`config.mk`:
```
export PLATFORM = sky130hd
export DESIGN_NAME = systolic_sorter
export DESIGN_NICKNAME = d
export VERILOG_FILES = /design/src/rtl/sorter_pkg.sv /design/src/rtl/sort_cell.sv /design/src/rtl/sort_ctrl.sv /design/src/rtl/systolic_sorter.sv
export SDC_FILE = /design/constraint.sdc
export NUM_CORES = 1
export LEC_CHECK = 0
export ABC_AREA = 1
export BUFFER_PORTS_ARGS = -buffer_cell sky130_fd_sc_hd__buf_2
export CORE_ASPECT_RATIO = 1.75
export CORE_MARGIN = 2
export CORE_UTILIZATION = 64
export DETAILED_ROUTE_END_ITERATION = 8
export PLACE_DENSITY = 0.81
export RECOVER_POWER = 25
export SLEW_MARGIN = 20
export SYNTH_ARGS = -nofsm -noshare
export SYNTH_HDL_FRONTEND = slang
export SYNTH_HIERARCHICAL = 1
export SYNTH_SLANG_ARGS = --single-unit
export TNS_END_PERCENT = 1
```
`constraint.sdc`:
```
create_clock -name clk_i -period 2.4 [get_ports clk_i]
set_input_delay 0.48 -clock clk_i [delete_from_list [all_inputs] [get_ports clk_i]]
set_output_delay 0.48 -clock clk_i [all_outputs]
set_load 0.01 [all_outputs]
```
`src/rtl/sorter_pkg.sv`:
```
package sorter_pkg;
  parameter int unsigned KEY_W = 8;

  typedef struct packed {
    logic             valid;
    logic [KEY_W-1:0] key;
  } slot_t;

  localparam slot_t SLOT_EMPTY = '{valid: 1'b0, key: '0};
endpackage

```
`src/rtl/sort_cell.sv`:
```
module sort_cell
  import sorter_pkg::*;
(
  input  logic  clk_i,
  input  logic  rst_ni,
  input  logic  drain_i,
  input  slot_t left_i,
  input  slot_t right_i,
  output slot_t fwd_o,
  output slot_t held_o
);
  slot_t held_q, fwd_q;

  always_ff @(posedge clk_i or negedge rst_ni) begin
    if (!rst_ni) begin
      held_q <= SLOT_EMPTY;
      fwd_q  <= SLOT_EMPTY;
    end else if (drain_i) begin
      held_q <= right_i;
      fwd_q  <= SLOT_EMPTY;
    end else if (left_i.valid) begin
      if (held_q.valid && (left_i.key > held_q.key)) begin
        fwd_q <= left_i;
      end else begin
        // empty held slot ranks highest; ties keep the newcomer
        fwd_q  <= held_q;
        held_q <= left_i;
      end
    end else begin
      fwd_q <= SLOT_EMPTY;
    end
  end

  assign fwd_o  = fwd_q;
  assign held_o = held_q;

  AST_FWD_NOT_SMALLER: assert property (@(posedge clk_i) disable iff (!rst_ni)
    (fwd_q.valid && held_q.valid) |-> (fwd_q.key >= held_q.key));
  AST_EMPTY_NOOP: assert property (@(posedge clk_i) disable iff (!rst_ni)
    (!drain_i && !left_i.valid) |=> $stable(held_q));
  AST_KEY_KEPT: assert property (@(posedge clk_i) disable iff (!rst_ni)
    (!drain_i && held_q.valid) |=> held_q.valid);
endmodule

```
`src/rtl/sort_ctrl.sv`:
```
module sort_ctrl #(
  parameter int unsigned N_CELLS = 8,
  localparam int unsigned CNT_W = $clog2(N_CELLS + 1)
) (
  input  logic clk_i,
  input  logic rst_ni,
  input  logic key_valid_i,
  input  logic key_last_i,
  input  logic head_valid_i,
  output logic ready_o,
  output logic accept_o,
  output logic drain_o,
  output logic done_o
);
  typedef enum logic [1:0] {ST_LOAD, ST_SETTLE, ST_DRAIN} state_e;

  state_e           state_q;
  logic [CNT_W-1:0] cnt_q;
  logic             done_q;
  logic             load_end;

  assign ready_o  = (state_q == ST_LOAD);
  assign accept_o = ready_o && key_valid_i;
  assign drain_o  = (state_q == ST_DRAIN);
  assign load_end = accept_o && (key_last_i || (cnt_q == CNT_W'(N_CELLS - 1)));

  always_ff @(posedge clk_i or negedge rst_ni) begin
    if (!rst_ni) begin
      state_q <= ST_LOAD;
      cnt_q   <= '0;
      done_q  <= 1'b0;
    end else begin
      done_q <= 1'b0;
      unique case (state_q)
        ST_LOAD: begin
          if (load_end) begin
            state_q <= ST_SETTLE;
            cnt_q   <= CNT_W'(N_CELLS - 1);
          end else if (accept_o) begin
            cnt_q <= cnt_q + 1'b1;
          end
        end
        ST_SETTLE: begin
          if (cnt_q == '0) state_q <= ST_DRAIN;
          else             cnt_q   <= cnt_q - 1'b1;
        end
        ST_DRAIN: begin
          if (!head_valid_i) begin
            state_q <= ST_LOAD;
            done_q  <= 1'b1;
          end
        end
        default: state_q <= ST_LOAD;
      endcase
    end
  end

  assign done_o = done_q;

  AST_NO_ACCEPT_OFF_LOAD: assert property (@(posedge clk_i) disable iff (!rst_ni)
    (state_q != ST_LOAD) |-> !accept_o);
  AST_DONE_SINGLE: assert property (@(posedge clk_i) disable iff (!rst_ni)
    done_q |=> !done_q);
  AST_DONE_TO_LOAD: assert property (@(posedge clk_i) disable iff (!rst_ni)
    done_q |-> ready_o);
endmodule

```
`src/rtl/systolic_sorter.sv`:
```
module systolic_sorter
  import sorter_pkg::*;
#(
  parameter int unsigned N_CELLS = 8
) (
  input  logic             clk_i,
  input  logic             rst_ni,
  input  logic             key_valid_i,
  input  logic [KEY_W-1:0] key_i,
  input  logic             key_last_i,
  output logic             key_ready_o,
  output logic             out_valid_o,
  output logic [KEY_W-1:0] out_key_o,
  output logic             done_o
);
  slot_t link [N_CELLS+1];
  slot_t held [N_CELLS+1];
  logic  accept, drain;
  logic             out_valid_q;
  logic [KEY_W-1:0] out_key_q;

  sort_ctrl #(.N_CELLS(N_CELLS)) u_ctrl (
    .clk_i        (clk_i),
    .rst_ni       (rst_ni),
    .key_valid_i  (key_valid_i),
    .key_last_i   (key_last_i),
    .head_valid_i (held[0].valid),
    .ready_o      (key_ready_o),
    .accept_o     (accept),
    .drain_o      (drain),
    .done_o       (done_o)
  );

  assign link[0]       = accept ? slot_t'{valid: 1'b1, key: key_i} : SLOT_EMPTY;
  assign held[N_CELLS] = SLOT_EMPTY;

  for (genvar g = 0; g < N_CELLS; g++) begin : g_cell
    sort_cell u_cell (
      .clk_i   (clk_i),
      .rst_ni  (rst_ni),
      .drain_i (drain),
      .left_i  (link[g]),
      .right_i (held[g+1]),
      .fwd_o   (link[g+1]),
      .held_o  (held[g])
    );
  end

  always_ff @(posedge clk_i or negedge rst_ni) begin
    if (!rst_ni) begin
      out_valid_q <= 1'b0;
      out_key_q   <= '0;
    end else begin
      out_valid_q <= drain && held[0].valid;
      if (drain && held[0].valid) out_key_q <= held[0].key;
    end
  end

  assign out_valid_o = out_valid_q;
  assign out_key_o   = out_key_q;

  AST_ASCENDING: assert property (@(posedge clk_i) disable iff (!rst_ni)
    (out_valid_o && $past(out_valid_o)) |-> (out_key_o >= $past(out_key_o)));
  AST_NO_SPILL: assert property (@(posedge clk_i) disable iff (!rst_ni)
    !link[N_CELLS].valid);
  AST_DONE_AFTER_LAST: assert property (@(posedge clk_i) disable iff (!rst_ni)
    done_o |-> (!out_valid_o && $past(out_valid_o)));
  AST_READY_QUIET: assert property (@(posedge clk_i) disable iff (!rst_ni)
    key_ready_o |-> !out_valid_o);
endmodule

```
==> results.md, run 1 <==
- Maximum cell stage delay along the critical path: between 0.4 and 0.5 ns
- Clock tree buffer depth: 2
- Number of detailed-routing iterations run before antenna repair: 5
- Share of cells above drive strength 1: 0.1341
- Most frequent standard cell in the layout excluding fill and tap cells: nand2_1
- Achievable Freq: between 400 and 500 MHz
- Initial standard-cell utilization of the core: 0.6482
- Final layout net count: around 1,300
- Detailed-route DRC error count: 0
- Port Buf Inserts: 22
- Clock sink count: 151
- Clock insertion delay at the later pin of the skew report: 0.42 ns
- Half-perimeter wire length after detailed placement: between 15,000 and 20,000 um
- Violation count after the first detailed-route iteration: between 500 and 600
- Number of endpoints failing setup at the final stage: 0
- Worst Reg-to-Reg Cells: 13
- Initial antenna violation count: 0
- RSZ-0062 raised after global routing: false
- Final min period: about 2.3 ns
- Layout Cells excl Fill: ~1,500
- CTS tree: yes
- Std-Cell Rows: between 50 and 60
- HP Class: primary input to async pin
- Data required, critical path: 2.70 ns
- Io pins: 23
- Vias after detailed routing: 7,963
- Mapped Avg Cell Area: around 7.8 sq um
- Headroom to the max-slew limit: 0.07624
- Outcome: finished, final reports clean
- ANT nets after route: 0
- DP Worst Slack: roughly 0.12 ns
- Number of levels in the clock H-tree: 4
- Maximum number of pins on one net before global-route repair: 54
- Die extent in x: ~96 um
- Std-Cell Core Area: roughly 15,000 sq um
- Multi-input logic area: between 4000 and 5000 sq um
- Hold Fails Final Rpt: 0
- Number of warning messages in the yosys log: 6
- Placed insts: approximately 1,400
- Nature of the critical path endpoint: register
- Cell area after synthesis: ~9500 sq um
- Cell with the largest stage delay on the worst path: dfrtp_1
- R2R Path Start: u_ctrl/state_q[0]
- Transition at the pin with the smallest max-transition slack: 1.386 ns
- Worst path cell trace: nor2_2, nand2_4, clkinvlp_4, nand2_1, inv_1, ha_1, a21o_1, nor2_2, nand2_4, nand2_4, inv_4, nor2_1, nor2_1
- Area delta synth->final: 9.394%
- Instance count of the mapped netlist: 1,215
- Clock Pin Slew Worst Setup and Hold Paths: 0.06 ns
- Num CTS Buffers: 17
- Total Wirelength: approximately 23,000 um
- Crit path setup slack, layout: about 0.13 ns
- Weighted congestion reported at the end of routability-driven placement: between 0.9 and 1
- Start-to-end type of the worst setup path: register to register
- Count of fill cells added during filler insertion: around 1,200
- Worst r2r dst: g_cell[0].u_cell/fwd_o[0]
- Chip Height: between 150 and 200 um
- Total GRT Usage: 0.3059
- Accumulated negative setup slack: 0 ns
- Most frequent cells in the layout: 410 x nand2_1, 151 x dfrtp_1, 133 x inv_1, 133 x nor2_1, 89 x nand3_1
- R2R Setup Slk: 0.13 ns
- Vias in the first global route: around 8,000
- Via/cell ratio: about 5.5
- Worst path most repeated cell: nand2_4
- Final routed wire length divided by cell count: 15.75 um
- Final clock skew: approximately 0.013 ns
- Crit path DAT: 2.57 ns
- Share of the clock period used by the worst path after layout: 0.9458
- CTS Root Buffer Type: clkbuf_16
- Final count of pins violating max slew: 0
- Total area of sequential cells: ~3800 sq um
- Sort of element at the start of the critical path: register
- N_diodes: 0
- Max-capacitance violation count: 0
- Maximum fanout along the worst path: 9
- Wire length of the first global-routing pass: around 38,000 um
- Die ar.: roughly 16,000 sq um
- Leftover overflow at the end of global routing: 0
## state kept, by name, indices dropped and copies added (netlist names)
signal / flops
g_cell.u_cell/held_o: 72
u_ctrl/cnt_q: 4
g_cell.u_cell/fwd_o: 63
out_key_o: 8
out_valid_o: 1
u_ctrl/state_q: 2
u_ctrl/done_o: 1
## cell type report
type / instances / area share
Timing Repair Buffer: 32 / 0.02078
Multi-Input combinational cell: 900 / 0.4756
Sequential cell: 151 / 0.3627
Inverter: 152 / 0.05921
Clock buffer: 18 / 0.04216
Clock inverter: 14 / 0.01681
Timing Repair inverter: 1 / 0.0007206
Tap cell: 183 / 0.02198
## worst max-delay path, delay by kind of cell (launching register included)
| family | cells | cell delay (ns) |
|---|---|---|
| buffers and inverters | 3 | 0.30 |
| DFF | 1 | 0.45 |
| adders and majority gates | 1 | 0.31 |
| and+or+nand+nor | 8 | 0.88 |
| AOI/OAI and AO/OA | 1 | 0.20 |
## what timing repair did
action                                  CTS  global route
setup buffers                             0             1
resized for setup                         0             3
hold buffers                              0             0
endpoints found under the setup margin    0            16
## layer usage
metal / track usage / routed length [um] / vias to the layer above
li1: - / - / 3869
met1: 0.3131 / 7991 / 3761
met2: 0.5777 / 13050 / 251
met3: 0.04764 / 706 / 82
met4: 0.1584 / 1113 / 0
met5: 0 / 0 / -
## worst max path at each step
stage | startpoint | end | slack, ns
detailed placement | u_ctrl/state_q[0] | g_cell[0].u_cell/fwd_o[6] | 0.12
finish | u_ctrl/state_q[0] | g_cell[0].u_cell/fwd_o[0] | 0.13
floorplan | u_ctrl/state_q[0] | g_cell[0].u_cell/fwd_o[0] | 0.28
global placement | key_valid_i | g_cell[0].u_cell/fwd_o[5] | 0.19
global route | u_ctrl/state_q[0] | g_cell[0].u_cell/fwd_o[0] | 0.01
CTS | u_ctrl/state_q[0] | g_cell[0].u_cell/fwd_o[6] | 0.11
## per-stage QoR
step                      utilization  hold WS, ns  instance area [sq um]
after floorplan                     -       0.1844                   9553
after global routing           0.7091       0.4514                  10420
after global placement         0.6674       0.4513                   9804
final                          0.7091       0.3790                  10420
after CTS                      0.7092      0.02648                  10420
after detailed placement       0.6674       0.4586                   9804
Power of run 1 is not shown: default switching activity piles up to over one toggle a cycle in this logic, so the estimate is an artifact.
==> run 2, diff against run 1 <==
Settings changed: BUFFER_PORTS_ARGS -buffer_cell sky130_fd_sc_hd__buf_2 to not set, CORE_UTILIZATION 64 to 65, DONT_BUFFER_PORTS set to 1.
==> run 2 against run 1 <==
  * The flow now finishes with violations (negative hold slack)
  * First-iteration DRC count fell by 17%
  * Non-clock buffer count fell by 25
  * Utilization is 0.19 points higher
  * Register-to-register slack is essentially flat
  * Fmax shrank 0.11%
  * Hold slack got worse by 0.63 ns
  * Wire length fell by 3.2%
  * Count of clock-buffer cells in the layout fell by 1
  * Highest routed layer unchanged
==> results.md, run 2 (synthesized netlist as in run 1, its figures left out) <==
- Outcome: finished with violations
- Failing checks: negative hold slack
- ANT nets after route: 0
- R2R Setup Slk: 0.13 ns
- Chip Height: 164.1 um
- Start-to-end type of the worst setup path: register to register
- Vias after detailed routing: between 7,000 and 8,000
- Detailed-route DRC error count: 0
- Worst path cell trace: nor2_2, nand2_2, clkinvlp_4, nand2_1, inv_1, ha_1, a21o_1, nor2_2, nand2_4, nand2_4, inv_4, nor2_1, nor2_1
- Clock tree buffer depth: 2
- Die extent in x: roughly 95 um
- HP Class: primary input to async pin
- Clock sink count: roughly 150
- Leftover overflow at the end of global routing: 0
- Clock Pin Slew Worst Setup and Hold Paths: 0.07 ns
- Die ar.: around 16,000 sq um
- Vias in the first global route: about 8,000
- Achievable Freq: roughly 440 MHz
- Number of endpoints failing setup at the final stage: 0
- Num CTS Buffers: 17
- Share of cells above drive strength 1: 0.1167
- Wire length of the first global-routing pass: between 30,000 and 40,000 um
- Number of levels in the clock H-tree: 4
- Violation count after the first detailed-route iteration: approximately 470
- Initial standard-cell utilization of the core: 0.6627
- Hold Fails Final Rpt: 151
- R2R Path Start: u_ctrl/state_q[0]
- Data required, critical path: roughly 2.7 ns
- Worst r2r dst: g_cell[0].u_cell/fwd_o[3]
- Number of flip-flops in the largest register: between 70 and 80
- Maximum number of pins on one net before global-route repair: 152
- Cell with the largest stage delay on the worst path: dfrtp_1
- Port Buf Inserts: 0
- Final min period: between 2 and 2.5 ns
- Final layout net count: around 1,300
- Final clock skew: approximately 0.013 ns
- Most frequent cells in the layout: 410 x nand2_1, 151 x dfrtp_1, 133 x inv_1, 133 x nor2_1, 89 x nand3_1
- Max-capacitance violation count: 0
- Maximum cell stage delay along the critical path: around 0.45 ns
- Number of detailed-routing iterations run before antenna repair: 5
- Sort of element at the start of the critical path: register
- Clock insertion delay at the later pin of the skew report: around 0.43 ns
- Final routed wire length divided by cell count: about 16 um
- Crit path from: u_ctrl/state_q[0]
- Worst Reg-to-Reg Cells: 13
- Family with the most delay on the worst path: simple AND/OR/NAND/NOR gates
- Count of fill cells added during filler insertion: roughly 1,200
- Share of the clock period used by the worst path after layout: 0.9468
- Half-perimeter wire length after detailed placement: roughly 16,000 um
- Via/cell ratio: around 5.5
- Weighted congestion reported at the end of routability-driven placement: ~0.9
- Placed insts: roughly 1,400
- Critical path depth in cells: 13
- Io pins: 23
- Layout Cells excl Fill: approximately 1,400
- Std-Cell Rows: between 50 and 60
- CTS Root Buffer Type: clkbuf_16
- Nature of the critical path endpoint: register
- N_diodes: 0
- Maximum fanout along the worst path: 11
- Worst setup endpoint: g_cell[0].u_cell/fwd_o[3]
- Std-Cell Core Area: about 14,000 sq um
- Total GRT Usage: 0.3016
- Area delta synth->final: 7.292%
- Buffers inserted during post-CTS setup optimization: 0
- CP bufs+invs: 3
- Total Wirelength: approximately 22,000 um
- Final count of pins violating max slew: 0
- Initial antenna violation count: 0
- CTS tree: yes
- Crit path DAT: 2.59 ns
- Hold slack: -0.2492 ns
- Most frequent standard cell in the layout excluding fill and tap cells: nand2_1
run 2: how the worst min path moves through the flow:
stage          cells past startpoint  slack, ns   start                          to
5_1_grt                            0      -0.27  rst_ni  g_cell[4].u_cell/held_o[6]
3_3_place_gp                       0       0.19  rst_ni  g_cell[4].u_cell/held_o[7]
6_report                           0      -0.25  rst_ni   g_cell[3].u_cell/fwd_o[6]
3_5_place_dp                       0       0.19  rst_ni  g_cell[4].u_cell/held_o[7]
4_1_cts                            0      -0.26  rst_ni   g_cell[3].u_cell/fwd_o[6]
2_1_floorplan                      0       0.18  rst_ni   g_cell[0].u_cell/fwd_o[0]
run 2: per-layer routing:
metal | track usage | vias up | wire (um) | share of wire
li1 | - | 3825 | - | -
met1 | 0.3040 | 3677 | 7923 | 0.36
met2 | 0.5685 | 215 | 12230 | 0.55
met3 | 0.05000 | 94 | 758 | 0.034
met4 | 0.1675 | 0 | 1211 | 0.055
met5 | 0 | - | 0 | 0
run 2: metrics by stage:
| stage | util | instance area, sq um | setup WS, ns | hold WS (ns) | TNS (ns) |
|---|---|---|---|---|---|
| 2_1_floorplan | - | 9553 | 0.2808 | 0.1844 | 0 |
| 3_3_place_gp | 0.6703 | 9632 | 0.1730 | 0.1914 | 0 |
| 3_5_place_dp | 0.6703 | 9632 | 0.05769 | 0.1907 | 0 |
| 4_1_cts | 0.7108 | 10210 | 0.05703 | -0.2615 | 0 |
| 5_1_grt | 0.7111 | 10220 | -0.002629 | -0.2698 | -0.002629 |
| 6_report | 0.7111 | 10220 | 0.1276 | -0.2492 | 0 |
run 2: final cells by class:
cell class | instances | area [sq um] | share of cell area
Clock buffer | 17 | 425.4 | 0.04164
Clock inverter | 15 | 156.4 | 0.01531
Inverter | 152 | 616.8 | 0.06037
Multi-Input combinational cell | 900 | 4950 | 0.4844
Sequential cell | 151 | 3779 | 0.3698
Tap cell | 180 | 225.2 | 0.02204
Timing Repair Buffer | 7 | 65.06 | 0.006368
run 2: timing repair:
item,CTS,global route
setup endpoints to repair,0,16
endpoints found under the hold margin,151,151
gates resized for setup,0,1
run 2: worst register-to-register path: stages (launching register included):
cell and delay (ns):
dfrtp_1 0.45, nor2_2 0.07, nand2_2 0.09, clkinvlp_4 0.20, nand2_1 0.12, inv_1 0.08
ha_1 0.33, a21o_1 0.20, nor2_2 0.15, nand2_4 0.09, nand2_4 0.13, inv_4 0.08
nor2_1 0.13, nor2_1 0.06
Power of run 2 is left out for the same reason.
